==> src/rtl/hcs_pkg.sv <==
package hcs_pkg;

  typedef enum logic [2:0] {
    ST_IDLE,
    ST_SE0,
    ST_GAP,
    ST_CHIRP,
    ST_DONE_FS,
    ST_DONE_HS
  } hcs_state_e;

  localparam logic [1:0] LS_SE0 = 2'b00;
  localparam logic [1:0] LS_K   = 2'b10;

  localparam logic [1:0] OPM_NORMAL = 2'b00;
  localparam logic [1:0] OPM_CHIRP  = 2'b10;

  typedef struct packed {
    logic       se0;
    logic       tx;
    logic       lvl_k;
    logic [1:0] opmode;
    logic       term;
  } hcs_out_t;

  // Output pattern for each sequencer state
  function automatic hcs_out_t hcs_decode(hcs_state_e s, logic lvl);
    hcs_out_t o;
    o        = '0;
    o.opmode = OPM_NORMAL;
    o.term   = 1'b1;
    case (s)
      ST_SE0, ST_GAP: begin
        o.se0    = 1'b1;
        o.opmode = OPM_CHIRP;
        o.term   = 1'b0;
      end
      ST_CHIRP: begin
        o.tx     = 1'b1;
        o.lvl_k  = lvl;
        o.opmode = OPM_CHIRP;
        o.term   = 1'b0;
      end
      ST_DONE_HS: o.term = 1'b0;
      default: ;
    endcase
    return o;
  endfunction

endpackage

==> src/rtl/hcs_counter.sv <==
// Saturating up-counter with synchronous clear
module hcs_counter #(
  parameter int unsigned W       = 4,
  parameter int unsigned MAX_VAL = 15
) (
  input  logic         clk,
  input  logic         rst,
  input  logic         clr,
  input  logic         en,
  output logic [W-1:0] cnt
);

  always_ff @(posedge clk) begin
    if (rst || clr) begin
      cnt <= '0;
    end else if (en && (cnt != W'(MAX_VAL))) begin
      cnt <= cnt + 1'b1;
    end
  end

endmodule

==> src/rtl/hcs_fsm.sv <==
module hcs_fsm
  import hcs_pkg::*;
#(
  parameter int unsigned START_DLY_CYC = 600,
  parameter int unsigned CHIRP_LEN_CYC = 3000,
  parameter int unsigned PH_W          = 12
) (
  input  logic            clk,
  input  logic            rst,
  input  logic            start_req,
  input  logic            k_seen,
  input  logic            k_ok,
  input  logic            rst_expired,
  input  logic [PH_W-1:0] ph_cnt,
  output hcs_state_e      state_q,
  output hcs_state_e      state_d,
  output logic            lvl_d,
  output logic            ph_clr
);

  logic lvl_q;
  logic ph_end;

  always_comb begin
    state_d = state_q;
    lvl_d   = lvl_q;
    ph_end  = 1'b0;
    case (state_q)
      ST_IDLE, ST_DONE_FS, ST_DONE_HS: begin
        if (start_req) state_d = ST_SE0;
      end
      ST_SE0: begin
        // a qualified K that just ended wins over expiry on the same edge
        if (!k_seen && k_ok)   state_d = ST_GAP;
        else if (rst_expired)  state_d = ST_DONE_FS;
      end
      ST_GAP: begin
        if (ph_cnt == PH_W'(START_DLY_CYC - 1)) begin
          state_d = ST_CHIRP;
          lvl_d   = 1'b1;
        end
      end
      ST_CHIRP: begin
        if (ph_cnt == PH_W'(CHIRP_LEN_CYC - 1)) begin
          ph_end = 1'b1;
          if (rst_expired) state_d = ST_DONE_HS;
          else             lvl_d   = ~lvl_q;
        end
      end
      default: state_d = ST_IDLE;
    endcase
    ph_clr = ph_end || (state_d != state_q);
  end

  always_ff @(posedge clk) begin
    if (rst) begin
      state_q <= ST_IDLE;
      lvl_q   <= 1'b0;
    end else begin
      state_q <= state_d;
      lvl_q   <= lvl_d;
    end
  end

endmodule

==> src/rtl/hs_chirp_host_seq.sv <==
module hs_chirp_host_seq
  import hcs_pkg::*;
#(
  parameter int unsigned RESET_LEN_CYC = 600000,
  parameter int unsigned CHIRP_LEN_CYC = 3000,
  parameter int unsigned K_MIN_CYC     = 150,
  parameter int unsigned START_DLY_CYC = 600
) (
  input  logic       clk,
  input  logic       rst,
  input  logic       bus_reset_req,
  input  logic [1:0] line_state,
  output logic       se0_drive,
  output logic       tx_req,
  output logic       tx_chirp_k,
  output logic [1:0] opmode,
  output logic       term_select
);

  localparam int unsigned RST_MAX = RESET_LEN_CYC - 1;
  localparam int unsigned RST_W   = (RST_MAX < 1) ? 1 : $clog2(RST_MAX + 1);
  localparam int unsigned PH_MAX  =
    ((CHIRP_LEN_CYC > START_DLY_CYC) ? CHIRP_LEN_CYC : START_DLY_CYC) - 1;
  localparam int unsigned PH_W    = (PH_MAX < 1) ? 1 : $clog2(PH_MAX + 1);
  localparam int unsigned K_W     = $clog2(K_MIN_CYC + 1);

  hcs_state_e        state_q, state_d;
  logic              lvl_d, ph_clr;
  logic [RST_W-1:0]  rst_cnt;
  logic [PH_W-1:0]   ph_cnt;
  logic [K_W-1:0]    k_cnt;
  logic              k_seen, k_ok, rst_expired, rst_clr, k_clr;
  hcs_out_t          out_q;

  assign k_seen      = (line_state == LS_K);
  assign k_ok        = (k_cnt == K_W'(K_MIN_CYC));
  assign rst_expired = (rst_cnt == RST_W'(RST_MAX));
  assign rst_clr     = (state_q == ST_IDLE) || (state_q == ST_DONE_FS) ||
                       (state_q == ST_DONE_HS);
  assign k_clr       = (state_q != ST_SE0) || !k_seen;

  // reset-period timer, runs from the request edge
  hcs_counter #(.W(RST_W), .MAX_VAL(RST_MAX)) i_rst_tmr (
    .clk(clk), .rst(rst), .clr(rst_clr), .en(1'b1), .cnt(rst_cnt)
  );

  // consecutive device-K qualifier
  hcs_counter #(.W(K_W), .MAX_VAL(K_MIN_CYC)) i_k_qual (
    .clk(clk), .rst(rst), .clr(k_clr), .en(1'b1), .cnt(k_cnt)
  );

  // response-gap and per-chirp timer
  hcs_counter #(.W(PH_W), .MAX_VAL(PH_MAX)) i_ph_tmr (
    .clk(clk), .rst(rst), .clr(ph_clr), .en(1'b1), .cnt(ph_cnt)
  );

  hcs_fsm #(
    .START_DLY_CYC(START_DLY_CYC),
    .CHIRP_LEN_CYC(CHIRP_LEN_CYC),
    .PH_W(PH_W)
  ) i_fsm (
    .clk(clk), .rst(rst), .start_req(bus_reset_req),
    .k_seen(k_seen), .k_ok(k_ok), .rst_expired(rst_expired),
    .ph_cnt(ph_cnt), .state_q(state_q), .state_d(state_d),
    .lvl_d(lvl_d), .ph_clr(ph_clr)
  );

  always_ff @(posedge clk) begin
    if (rst) out_q <= hcs_decode(ST_IDLE, 1'b0);
    else     out_q <= hcs_decode(state_d, lvl_d);
  end

  assign se0_drive   = out_q.se0;
  assign tx_req      = out_q.tx;
  assign tx_chirp_k  = out_q.lvl_k;
  assign opmode      = out_q.opmode;
  assign term_select = out_q.term;

endmodule

==> config.mk <==
export PLATFORM = sky130hd
export DESIGN_NAME = hs_chirp_host_seq
export DESIGN_NICKNAME = d
export VERILOG_FILES = /design/src/rtl/hcs_pkg.sv /design/src/rtl/hcs_counter.sv /design/src/rtl/hcs_fsm.sv /design/src/rtl/hs_chirp_host_seq.sv
export SDC_FILE = /design/constraint.sdc
export NUM_CORES = 1
export LEC_CHECK = 0
export CORE_MARGIN = 3
export CORE_UTILIZATION = 60
export DETAILED_ROUTE_END_ITERATION = 7
export PLACE_DENSITY = 0.77
export SETUP_SLACK_MARGIN = 0.4
export SLEW_MARGIN = 30
export SYNTH_ARGS = -nofsm -noshare
export SYNTH_HDL_FRONTEND = slang
export SYNTH_HIERARCHICAL = 1
export SYNTH_SLANG_ARGS = --single-unit
==> constraint.sdc <==
create_clock -name clk -period 2.8 [get_ports clk]
set_input_delay 0.42 -clock clk [delete_from_list [all_inputs] [get_ports clk]]
set_output_delay 0.42 -clock clk [all_outputs]
set_load 0.05 [all_outputs]
==> flow_summary.json <==
{
  "outcome": "completed",
  "yosys_most_used_dff": "dfxtp_1",
  "grt_pass1_wl_um": 9430,
  "crit_cells": 6,
  "min_period_ns": 2.27,
  "synth_top_family_by_area": "simple AND/OR/NAND/NOR gates",
  "hold_path_class": "reg -> reg",
  "first_pass_iters": 4,
  "reg2reg_from": "i_fsm/state_q[2]$_SDFF_PP0_",
  "powerDensity_nw_per_um2": 451,
  "cp_data_required_time_ns": 3.02,
  "grt_usage_pct": 21.9,
  "num_rows": 23,
  "layout-drive-gt1-share_pct": 13.0,
  "layout.area.seq_um2": 985,
  "synth_edf_count": 0,
  "total_leakage_power_nw": 1.10,
  "max_stage_delay_ns": 0.57,
  "die_w_um": 72.9,
  "drv_cap": 0,
  "place_congestion": 0.798,
  "crit_type": "reg -> reg",
  "grt_overflow": 0,
  "worstSetupStartpointType": "flop",
  "wl_per_cell_um": 14.1,
  "postRouteAntennaNets": 0,
  "peakVddDrop_v": 0.000302,
  "path_buf_inv": 0,
  "hold_start": "i_rst_tmr/cnt[16]$_SDFFE_PP0P_",
  "slew_viol_final": 0,
  "grt_max_degree": 19,
  "io_buffers": 9,
  "coreArea_um2": 4140,
  "place_hpwl_um": 3820,
  "worst_pin_slew_ns": 0.661,
  "hold_end": "i_rst_tmr/cnt[16]$_SDFFE_PP0P_",
  "worst_hold_path.num_cells": 2,
  "htreeDepth": 2,
  "final_cell_mix": "dfxtp_1 (46), nand2_1 (35), nor2_1 (22)",
  "syn_to_final_growth_pct": 15.1,
  "dp.cells": 386,
  "vias": 2315,
  "mostFrequentLayoutCell": "dfxtp_1",
  "crit_arrival_ns": 2.50,
  "path_clk_slew_ns": 0.09,
  "final.setup_skew_ns": 0.00959,
  "finalNonFillerCells": 396,
  "synthCells": 313,
  "async_reset_ff_share_pct": 0,
  "hold_viol": 0,
  "slew_headroom_pct": 55.6,
  "max_freq_mhz": 440,
  "drt_drc_violations_left": 0,
  "cts_buffers": 5,
  "ys_warn_count": 6,
  "rsz0062_at_grt": "false",
  "dpl_worst_slack_ns": 0.262,
  "endpoint_kind": "flop",
  "synth_xor_area_share_pct": 5.22,
  "synth_fa_ha_area_share_pct": 2.33,
  "tns_ns": 0,
  "rr_endpoint": "i_ph_tmr/cnt[2]$_SDFFE_PP0P_",
  "ioPinCount": 11,
  "synth_mux_area_share_pct": 3.36,
  "crit_chain": "or4bb_1 > nor4_4 > a31o_2 > a31oi_4 > or2_4 > nor3_1",
  "multi_input_area_um2": 1730,
  "die_y_um": 72.9,
  "cts_sinks": 49,
  "synth_area_um2": 2690,
  "finalNetCount": 355,
  "postLayoutSetupSlackWorst_ns": 0.527,
  "clockBufferDepth": 2,
  "reg2reg_depth": 6,
  "fillers": 335,
  "slowest_stage": "or4bb_1",
  "synth.distinct_cells": 63,
  "cts_tree": "yes",
  "min_period_over_period_pct": 81.2,
  "syn_avg_cell_area_um2": 8.58,
  "insertion_delay_ns": 0.30,
  "start_util_pct": 64.8,
  "num_antenna_cells": 0,
  "crit_family": "simple AND/OR/NAND/NOR gates",
  "yosysSeqAreaShare_pct": 36.5,
  "power_mw": 1.39,
  "root_buffer": "clkbuf_8",
  "worstPathMaxFanout": 10,
  "synth_seq_cells": 49,
  "drtIter0Drc": 139,
  "setup_viol_count_final": 0,
  "reg2reg_slack_ns": 0.53,
  "grt_antenna_before_repair": 0,
  "synth_compound_area_share_pct": 12.8,
  "dieArea_um2": 5310,
  "wirelength_um": 5570,
  "grt_pass1_vias": 2134,
  "avgViaCountPerCell": 5.85,
  "yosys.area_share.simple_pct": 36.0
}
-- report_power, final --
group	switching, mW	internal, mW	leakage (nW)
Combinational	0.0570	0.0343	0.634
Clock	0.237	0.355	0.0681
Sequential	0.00771	0.703	0.398
-- kinds of logic after synthesis --
| family | count (synthesis) |
|---|---|
| AO/OA/AOI/OAI | 51 |
| XOR/XNOR | 16 |
| adder cells (fa/ha/maj) | 5 |
| buffers and inverters | 21 |
| flip-flops | 49 |
| multiplexers | 9 |
| other | 2 |
| AND/OR/NAND/NOR | 160 |
-- how the worst max path moves through the flow --
stage	start	to	slack [ns]
finish	i_fsm/state_q[2]$_SDFF_PP0_	i_ph_tmr/cnt[2]$_SDFFE_PP0P_	0.53
CTS	i_ph_tmr/cnt[8]$_SDFFE_PP0P_	i_ph_tmr/cnt[2]$_SDFFE_PP0P_	0.41
detailed placement	line_state[1]	i_ph_tmr/cnt[11]$_SDFFE_PP0P_	0.26
global route	i_rst_tmr/cnt[18]$_SDFFE_PP0P_	i_ph_tmr/cnt[10]$_SDFFE_PP0P_	0.37
floorplan	i_fsm/state_q[1]$_SDFF_PP0_	i_ph_tmr/cnt[2]$_SDFFE_PP0P_	0.56
global placement	line_state[1]	i_ph_tmr/cnt[1]$_SDFFE_PP0P_	0.34
-- state kept, by name, indices dropped and copies added (netlist names) --
| register | cells |
|---|---|
| i_rst_tmr/cnt | 20 |
| i_ph_tmr/cnt | 12 |
| i_k_qual/cnt | 8 |
| i_fsm/state_q | 3 |
| i_fsm/lvl_q | 1 |
| opmode | 1 |
| se0_drive | 1 |
| term_select | 1 |
| tx_chirp_k | 1 |
| tx_req | 1 |
-- final cells by class --
cell class / instances / area share [%]
clock inverters: 3 / 2.10
multi-input cells: 262 / 56.1
inverters: 13 / 1.58
clock buffers: 5 / 2.23
flip-flops and latches: 49 / 31.8
repair buffers: 14 / 4.13
well taps: 50 / 2.02
-- worst register-to-register path, delay by kind of cell, from the launching register on --
kind	cells	cell delay, ns
DFF	1	0.40
and+or+nand+nor	4	1.40
AOI/OAI and AO/OA	2	0.41
-- synthesized netlist by cell type, types with 2 or more instances --
| library cell | n | area, µm² |
|---|---|---|
| dfxtp_1 | 49 | 981 |
| nand2_1 | 35 | 131 |
| nor2_1 | 23 | 86.3 |
| a21oi_1 | 16 | 80.1 |
| inv_1 | 13 | 48.8 |
| or3_1 | 13 | 81.3 |
| nand3_1 | 12 | 60.1 |
| o21ai_0 | 12 | 60.1 |
| nand4_1 | 11 | 68.8 |
| mux2i_1 | 9 | 90.1 |
| nor4_1 | 9 | 56.3 |
| xnor2_1 | 8 | 70.1 |
| xor2_1 | 8 | 70.1 |
| nor3_1 | 7 | 35.0 |
| and2_1 | 5 | 31.3 |
| ha_1 | 5 | 62.6 |
| o31a_1 | 5 | 43.8 |
| a31oi_1 | 4 | 25.0 |
| clkbuf_1 | 4 | 15.0 |
| or2_2 | 4 | 25.0 |
| a31o_2 | 3 | 26.3 |
| nand2b_1 | 3 | 18.8 |
| nand3b_1 | 3 | 22.5 |
| nand4b_1 | 3 | 26.3 |
| and3_1 | 2 | 12.5 |
| buf_4 | 2 | 15.0 |
| conb_1 | 2 | 7.51 |
| nand4bb_1 | 2 | 22.5 |
| nor2b_1 | 2 | 12.5 |
| nor3_2 | 2 | 20.0 |
| nor3b_1 | 2 | 15.0 |
| nor4_2 | 2 | 25.0 |
| or2_1 | 2 | 12.5 |
| or4_1 | 2 | 15.0 |
-- layer usage --
metal / vias up / part of all wire, % / wire, µm / global-route usage, %
li1: 1182 / - / - / -
met4: 0 / 1.9 / 104 / 5.74
met2: 38 / 48 / 2690 / 37.0
met5: - / 0 / 0 / 0
met1: 1084 / 47 / 2640 / 28.7
met3: 11 / 2.6 / 146 / 4.13
-- what timing repair did --
item / 4_1_cts / 5_1_grt
gates resized for setup: 4 / 9
hold buffers: 0 / 0
setup buffers: 0 / 2
pin swaps: 2 / 5
hold endpoints to repair: 0 / 0
setup endpoints to repair: 12 / 13
cloned: 0 / 0
-- per-stage QoR --
step	util (%)	instance area (µm²)	hold WS [ns]
2_1_floorplan	-	2760	0.452
3_3_place_gp	69.6	2890	0.470
3_5_place_dp	69.6	2890	0.480
4_1_cts	73.4	3040	0.494
5_1_grt	74.6	3090	0.528
6_report	74.6	3090	0.492
(Power assumes the default switching activity.)
